### src/rtl/adc_seq_pkg.sv
package adc_seq_pkg;
  typedef enum logic [2:0] {
    SQ_TRACK = 3'd0,
    SQ_CONV  = 3'd1,
    SQ_FIN   = 3'd2,
    SQ_SLEEP = 3'd3,
    SQ_WAKE  = 3'd4
  } seq_state_e;
endpackage

### src/rtl/adc_seq_edge.sv
// Registers the start strobe once and reports its edges against the live level.
module adc_seq_edge (
  input  logic clk,
  input  logic rst,
  input  logic start_n,
  output logic fall,
  output logic rise
);
  logic prev_q;

  always_ff @(posedge clk) begin
    if (rst) prev_q <= 1'b1;
    else     prev_q <= start_n;
  end

  assign fall = prev_q & ~start_n;
  assign rise = ~prev_q & start_n;
endmodule

### src/rtl/adc_seq_counter.sv
// Counts advance pulses; last is high on the advance that completes LIMIT of them.
module adc_seq_counter #(
  parameter int LIMIT = 14
) (
  input  logic clk,
  input  logic rst,
  input  logic clr,
  input  logic adv,
  output logic last
);
  localparam int W = $clog2(LIMIT + 1);
  localparam logic [W-1:0] LAST_VAL = W'(LIMIT - 1);

  logic [W-1:0] cnt_q;

  always_ff @(posedge clk) begin
    if (rst || clr) cnt_q <= '0;
    else if (adv)   cnt_q <= cnt_q + W'(1);
  end

  assign last = adv && (cnt_q == LAST_VAL);
endmodule

### src/rtl/adc_seq_fsm.sv
// Sequencing state machine: track, convert, finish, sleep, wake.
module adc_seq_fsm
  import adc_seq_pkg::*;
(
  input  logic clk,
  input  logic rst,
  input  logic start_fall,
  input  logic start_rise,
  input  logic start_lvl_n,
  input  logic mclk_tick,
  input  logic conv_last,
  input  logic wake_last,
  output logic conv_adv,
  output logic conv_clr,
  output logic wake_adv,
  output logic wake_clr,
  output logic capture,
  output logic load,
  output logic busy,
  output logic sleeping
);
  seq_state_e state_q, state_d;

  always_comb begin
    state_d = state_q;
    capture = 1'b0;
    load    = 1'b0;
    case (state_q)
      SQ_TRACK: if (start_fall) begin
        capture = 1'b1;
        state_d = SQ_CONV;
      end
      SQ_CONV: if (conv_last) begin
        load    = 1'b1;
        state_d = SQ_FIN;
      end
      SQ_FIN:   state_d = start_lvl_n ? SQ_TRACK : SQ_SLEEP;
      SQ_SLEEP: if (start_rise) state_d = SQ_WAKE;
      SQ_WAKE:  if (wake_last) state_d = SQ_TRACK;
      default:  state_d = SQ_TRACK;
    endcase
  end

  assign conv_adv = (state_q == SQ_CONV) && mclk_tick;
  assign conv_clr = (state_q != SQ_CONV);
  assign wake_adv = (state_q == SQ_WAKE);
  assign wake_clr = (state_q != SQ_WAKE);

  always_ff @(posedge clk) begin
    if (rst) begin
      state_q  <= SQ_TRACK;
      busy     <= 1'b0;
      sleeping <= 1'b0;
    end else begin
      state_q  <= state_d;
      busy     <= (state_d == SQ_CONV) || (state_d == SQ_FIN);
      sleeping <= (state_d == SQ_SLEEP) || (state_d == SQ_WAKE);
    end
  end
endmodule

### src/rtl/adc_seq_out.sv
// Sample hold, result register and gated parallel bus.
module adc_seq_out #(
  parameter int RES_W = 12
) (
  input  logic             clk,
  input  logic             rst,
  input  logic [RES_W-1:0] sample_in,
  input  logic             capture,
  input  logic             load,
  input  logic             cs_n,
  input  logic             rd_n,
  output logic [RES_W-1:0] result,
  output logic             bus_oe,
  output logic [RES_W-1:0] bus_q
);
  logic [RES_W-1:0] hold_q;

  always_ff @(posedge clk) begin
    if (rst) begin
      hold_q <= '0;
      result <= '0;
      bus_oe <= 1'b0;
    end else begin
      if (capture) hold_q <= sample_in;
      if (load)    result <= hold_q;
      bus_oe <= ~(cs_n | rd_n);
    end
  end

  assign bus_q = bus_oe ? result : '0;
endmodule

### src/rtl/adc_seq_top.sv
module adc_seq_top #(
  parameter int RES_W     = 12,
  parameter int WAKE_CLKS = 100
) (
  input  logic             clk,
  input  logic             rst,
  input  logic             start_n,
  input  logic             mclk_tick,
  input  logic             cs_n,
  input  logic             rd_n,
  input  logic [RES_W-1:0] sample_in,
  output logic             busy,
  output logic             sleeping,
  output logic [RES_W-1:0] result,
  output logic             bus_oe,
  output logic [RES_W-1:0] bus_q
);
  localparam int CONV_CYCLES = RES_W + 2;

  logic start_fall, start_rise;
  logic conv_adv, conv_clr, conv_last;
  logic wake_adv, wake_clr, wake_last;
  logic capture, load;

  adc_seq_edge u_edge (
    .clk(clk), .rst(rst), .start_n(start_n),
    .fall(start_fall), .rise(start_rise)
  );

  adc_seq_counter #(.LIMIT(CONV_CYCLES)) u_conv_cnt (
    .clk(clk), .rst(rst), .clr(conv_clr), .adv(conv_adv), .last(conv_last)
  );

  adc_seq_counter #(.LIMIT(WAKE_CLKS)) u_wake_cnt (
    .clk(clk), .rst(rst), .clr(wake_clr), .adv(wake_adv), .last(wake_last)
  );

  adc_seq_fsm u_fsm (
    .clk(clk), .rst(rst),
    .start_fall(start_fall), .start_rise(start_rise), .start_lvl_n(start_n),
    .mclk_tick(mclk_tick), .conv_last(conv_last), .wake_last(wake_last),
    .conv_adv(conv_adv), .conv_clr(conv_clr),
    .wake_adv(wake_adv), .wake_clr(wake_clr),
    .capture(capture), .load(load), .busy(busy), .sleeping(sleeping)
  );

  adc_seq_out #(.RES_W(RES_W)) u_out (
    .clk(clk), .rst(rst), .sample_in(sample_in),
    .capture(capture), .load(load), .cs_n(cs_n), .rd_n(rd_n),
    .result(result), .bus_oe(bus_oe), .bus_q(bus_q)
  );
endmodule

### config.mk
export PLATFORM = sky130hd
export DESIGN_NAME = adc_seq_top
export DESIGN_NICKNAME = d
export VERILOG_FILES = /design/src/rtl/adc_seq_pkg.sv /design/src/rtl/adc_seq_edge.sv /design/src/rtl/adc_seq_counter.sv /design/src/rtl/adc_seq_fsm.sv /design/src/rtl/adc_seq_out.sv /design/src/rtl/adc_seq_top.sv
export SDC_FILE = /design/constraint.sdc
export NUM_CORES = 1
export LEC_CHECK = 0
export ABC_AREA = 1
export ABC_CLOCK_PERIOD_IN_PS = 1700
export CELL_PAD_IN_SITES_DETAIL_PLACEMENT = 0
export CELL_PAD_IN_SITES_GLOBAL_PLACEMENT = 1
export CORE_ASPECT_RATIO = 1.75
export CORE_UTILIZATION = 34
export DETAILED_ROUTE_END_ITERATION = 7
export PLACE_DENSITY_LB_ADDON = 0.15
export SETUP_SLACK_MARGIN = 0.4
export SYNTH_ARGS = -nofsm -noshare
export SYNTH_HDL_FRONTEND = slang
export SYNTH_SLANG_ARGS = --single-unit
### constraint.sdc
create_clock -name clk -period 1.7 [get_ports clk]
set_clock_uncertainty 0.15 [all_clocks]
set_input_delay 0.425 -clock clk [delete_from_list [all_inputs] [get_ports clk]]
set_output_delay 0.425 -clock clk [all_outputs]
set_load 0.005 [all_outputs]
==> metrics.md <==
| Metric | Value |
|---|---|
| Diodes inserted | 0 |
| Post-synthesis instance total | ~230 |
| Reg-to-reg startpoint | u_conv_cnt.cnt_q[1] |
| Post-Syn Area | 1750 µm² |
| DR pass1 iterations | 3 |
| CP arrival | roughly 1.1 ns |
| Startpoint class of the critical path | flip-flop |
| Slowest cell delay on critical path | roughly 0.38 ns |
| Buf+Inv Stages, Crit Path | 4 |
| Synth Register Bits | 42 |
| Clock slew at reported path FFs | roughly 0.08 ns |
| Number of global-route vias before repair | roughly 1.5k |
| Clk_lat worst skew | 0.29 ns |
| GRT Resource Usage Total | about 17% |
| Shortest period the worst path allows | 1.68 ns |
| Hpwl dp | 2.63 mm |
| Max-slew headroom | 86.4% |
| Post-Syn Nets | approximately 260 |
| Global route total overflow | 0 |
| Multi-input gate area | around 1100 µm² |
| Share of layout cells above drive strength 1 | 58.3% |
| Pre-CTS WS | -0.162 ns |
| Max Cap Violations | 0 |
| CTS tree | built |
| Avg Cell Area, Syn | about 7.5 µm² |
| Yosys top cell area share | a little under half |
| Die ar. | about 5500 µm² |
| Critical-path cell list | buf_12, buf_8, nand2_2, inv_2, buf_6 |
| Reg-to-Reg End | u_out.result[2] |
| Hold Slack | around 0.3 ns |
| Final Hold Viols | 0 |
| Clock buffer depth | 2 |
| Hold_sp | u_wake_cnt.cnt_q[0] |
| Yosys warns | 0 |
| Setup TNS | 0 ns |
| Tcrit/Tclk final | between 90% and 100% |
| Worst reg2reg setup slack | about 0.27 ns |
| Area Overhead vs Synth | 80.6% |
| Final setup fails | 0 |
| H-tree Lvls | 2 |
| Drt drc | 0 |
| Fill count | approximately 440 |
| Hold WC Path Type | reg -> reg |
| CP max-delay cell | dfxtp_4 |
| Fin util | 63.7% |
| Initial Util | about a third |
| Root Driver | clkbuf_8 |
| Status | complete, no violations |
| Core ar. | 4980 µm² |
| Detailed Route WL | between 4 and 5 mm |
| Num CTS Buffers | 5 |
| Max IR drop VDD | 514 µV |
| CP Depth | 5 |
| Final GP Congestion | around 0.76 |
| Remaining antenna violation count | 0 |
| Worst Max-Slew Pin Slew | a little over 0.2 ns |
| Worst setup EP type | output port |
| Unrepaired setup endpoints after global routing | true |
| Distinct cells, synth | 26 |
| DR iter-0 viols | 13 |
| Largest area contributor in the netlist | dfxtp_1 |
| Routed WL per cell | 12.4 µm |
| Die outline height | 97.0 µm |
| Port buffer count | 44 |
| Clk sinks | 42 |
| Crit path required time | 1.12 ns |
| CP top delay family | flip-flops |
| Vias | 1701 |
| Vias per cell | about 4.6 |
| Seq/Total Area, Yosys | ~48% |
| Critical path peak fanout | 5 |
| Final worst slack | between 0.015 and 0.02 ns |
| Die Width | between 50 and 60 µm |
| Pin count of the biggest net entering global routing | 27 |
| Sequential Area | between 800 and 900 µm² |
| Antenna violations before repair | 0 |
| Synth area leaders | dfxtp_1, nor2_1, inv_1 |
| First-pass GRT wire length | between 6 and 7 mm |
| Hold path cells | 1 |
| Pleak | approximately 1.5 nW |
| Crit Path Class | reg -> out |
| R2r worst-path depth | 9 |
| Fmax | ~600 MHz |
| Row count | 34 |
| Ports | 45 |
| P per Cell Area | around 600 nW/µm² |
| Overall power | around 1.9 mW |
| Final net count | 335 |
| WHS Endpoint | u_wake_cnt.cnt_q[0] |
| Final Max Slew Viols | 0 |
-- what timing repair did --
item,4_1_cts,5_1_grt
setup buffers,13,7
pin swaps,25,26
hold buffers,0,0
resized for setup,176,109
gates cloned,3,2
endpoints found under the setup margin,63,61
-- sequential cells by signal, summed over array words and instances, names as in the netlist --
register and count:
u_out.hold_q 12, u_out.result 12, u_wake_cnt.cnt_q 7, u_conv_cnt.cnt_q 4, u_fsm.state_q 3, u_edge.prev_q 1, u_fsm.busy 1, u_fsm.sleeping 1
u_out.bus_oe 1
-- report_power, final --
group          internal [mW]  switching [mW]
Clock                  0.276           0.337
Combinational          0.140           0.112
Sequential              1.00          0.0276
-- routing by layer --
| layer | up-vias | share of wire (%) | GRT usage [%] |
|---|---|---|---|
| li1 | 887 | - | - |
| met1 | 779 | 38 | 17.3 |
| met2 | 30 | 58 | 29.9 |
| met3 | 5 | 2.6 | 3.48 |
| met4 | 0 | 1.9 | 8.44 |
| met5 | - | 0 | 0 |
-- cell usage after synthesis --
master     n
nand2_4    1
nand2_1   30
and2_1     1
inv_2      1
a21oi_1   18
xor2_1     2
nor3_1     2
o21ai_1    3
buf_2      2
inv_1     37
or2_2      3
dfxtp_1   42
nor2_1    42
nand3b_4   1
xnor2_1    1
nor3b_1    3
clkbuf_1   3
buf_6      2
nand3b_1   1
nor2_4     1
nand3_1   10
ha_1       3
nand2_2    1
or2_0      1
a211oi_1   1
o21ai_0   22
-- cell type report --
class                           count  share of cell area (%)
Timing Repair Buffer               79                    25.9
Sequential cell                    42                    28.2
Tap cell                           54                    2.13
Multi-Input combinational cell    147                    35.2
Timing Repair inverter              1                   0.513
Clock inverter                      2                   0.316
Inverter                           38                    5.49
Clock buffer                        5                    2.17
-- worst max path at each step --
stage / start / end / slack [ns]
2_1_floorplan: start_n / u_out.hold_q[0] / 0.41
3_3_place_gp: mclk_tick / u_out.result[11] / -0.12
3_5_place_dp: start_n / u_out.hold_q[8] / -0.16
4_1_cts: u_out.bus_oe / bus_q[11] / 0.002
5_1_grt: u_out.bus_oe / bus_q[8] / -0.03
6_report: u_out.bus_oe / bus_q[11] / 0.02
-- cells in the final DEF, fill, tap and decap left out, drive strengths merged --
master         Yosys  routed
buf                4      59
nor2              43      43
dfxtp             42      42
inv               38      37
nand2             32      32
o21ai             25      25
a21oi             18      18
clkdlybuf4s50      0      14
nand3             10      10
clkbuf             3       8
or2                4       4
clkinv             0       4
nor3b              3       3
dlygate4sd2        0       3
ha                 3       3
xor2               2       2
nor3               2       2
nand3b             2       2
and2               1       1
a211oi             1       1
xnor2              1       1
-- metrics by stage --
| stage | instances | cell area, µm² |
|---|---|---|
| finish | 368 | 3170 |
| global route | 368 | 3170 |
| CTS | 359 | 2680 |
| detailed placement | 336 | 2380 |
| global placement | 336 | 2380 |
| floorplan | 234 | 1790 |
-- worst register-to-register path: cells and delay by family, from the launching register on --
family                   cells  cell delay [ns]
AND/OR/NAND/NOR              5             0.39
flip-flops                   1             0.34
buffers and inverters        3             0.31
adder cells (fa/ha/maj)      1             0.15
-- logic make-up after synthesis --
group                      Yosys count  share of synthesized area [%]
and+or+nand+nor                     97                           25.1
buffers and inverters               45                           10.6
AOI/OAI and AO/OA                   44                           12.7
DFF                                 42                           47.9
xor gates and xnor gates             3                           1.50
adders and majority gates            3                           2.14
Power figures use the tool's default switching activity.
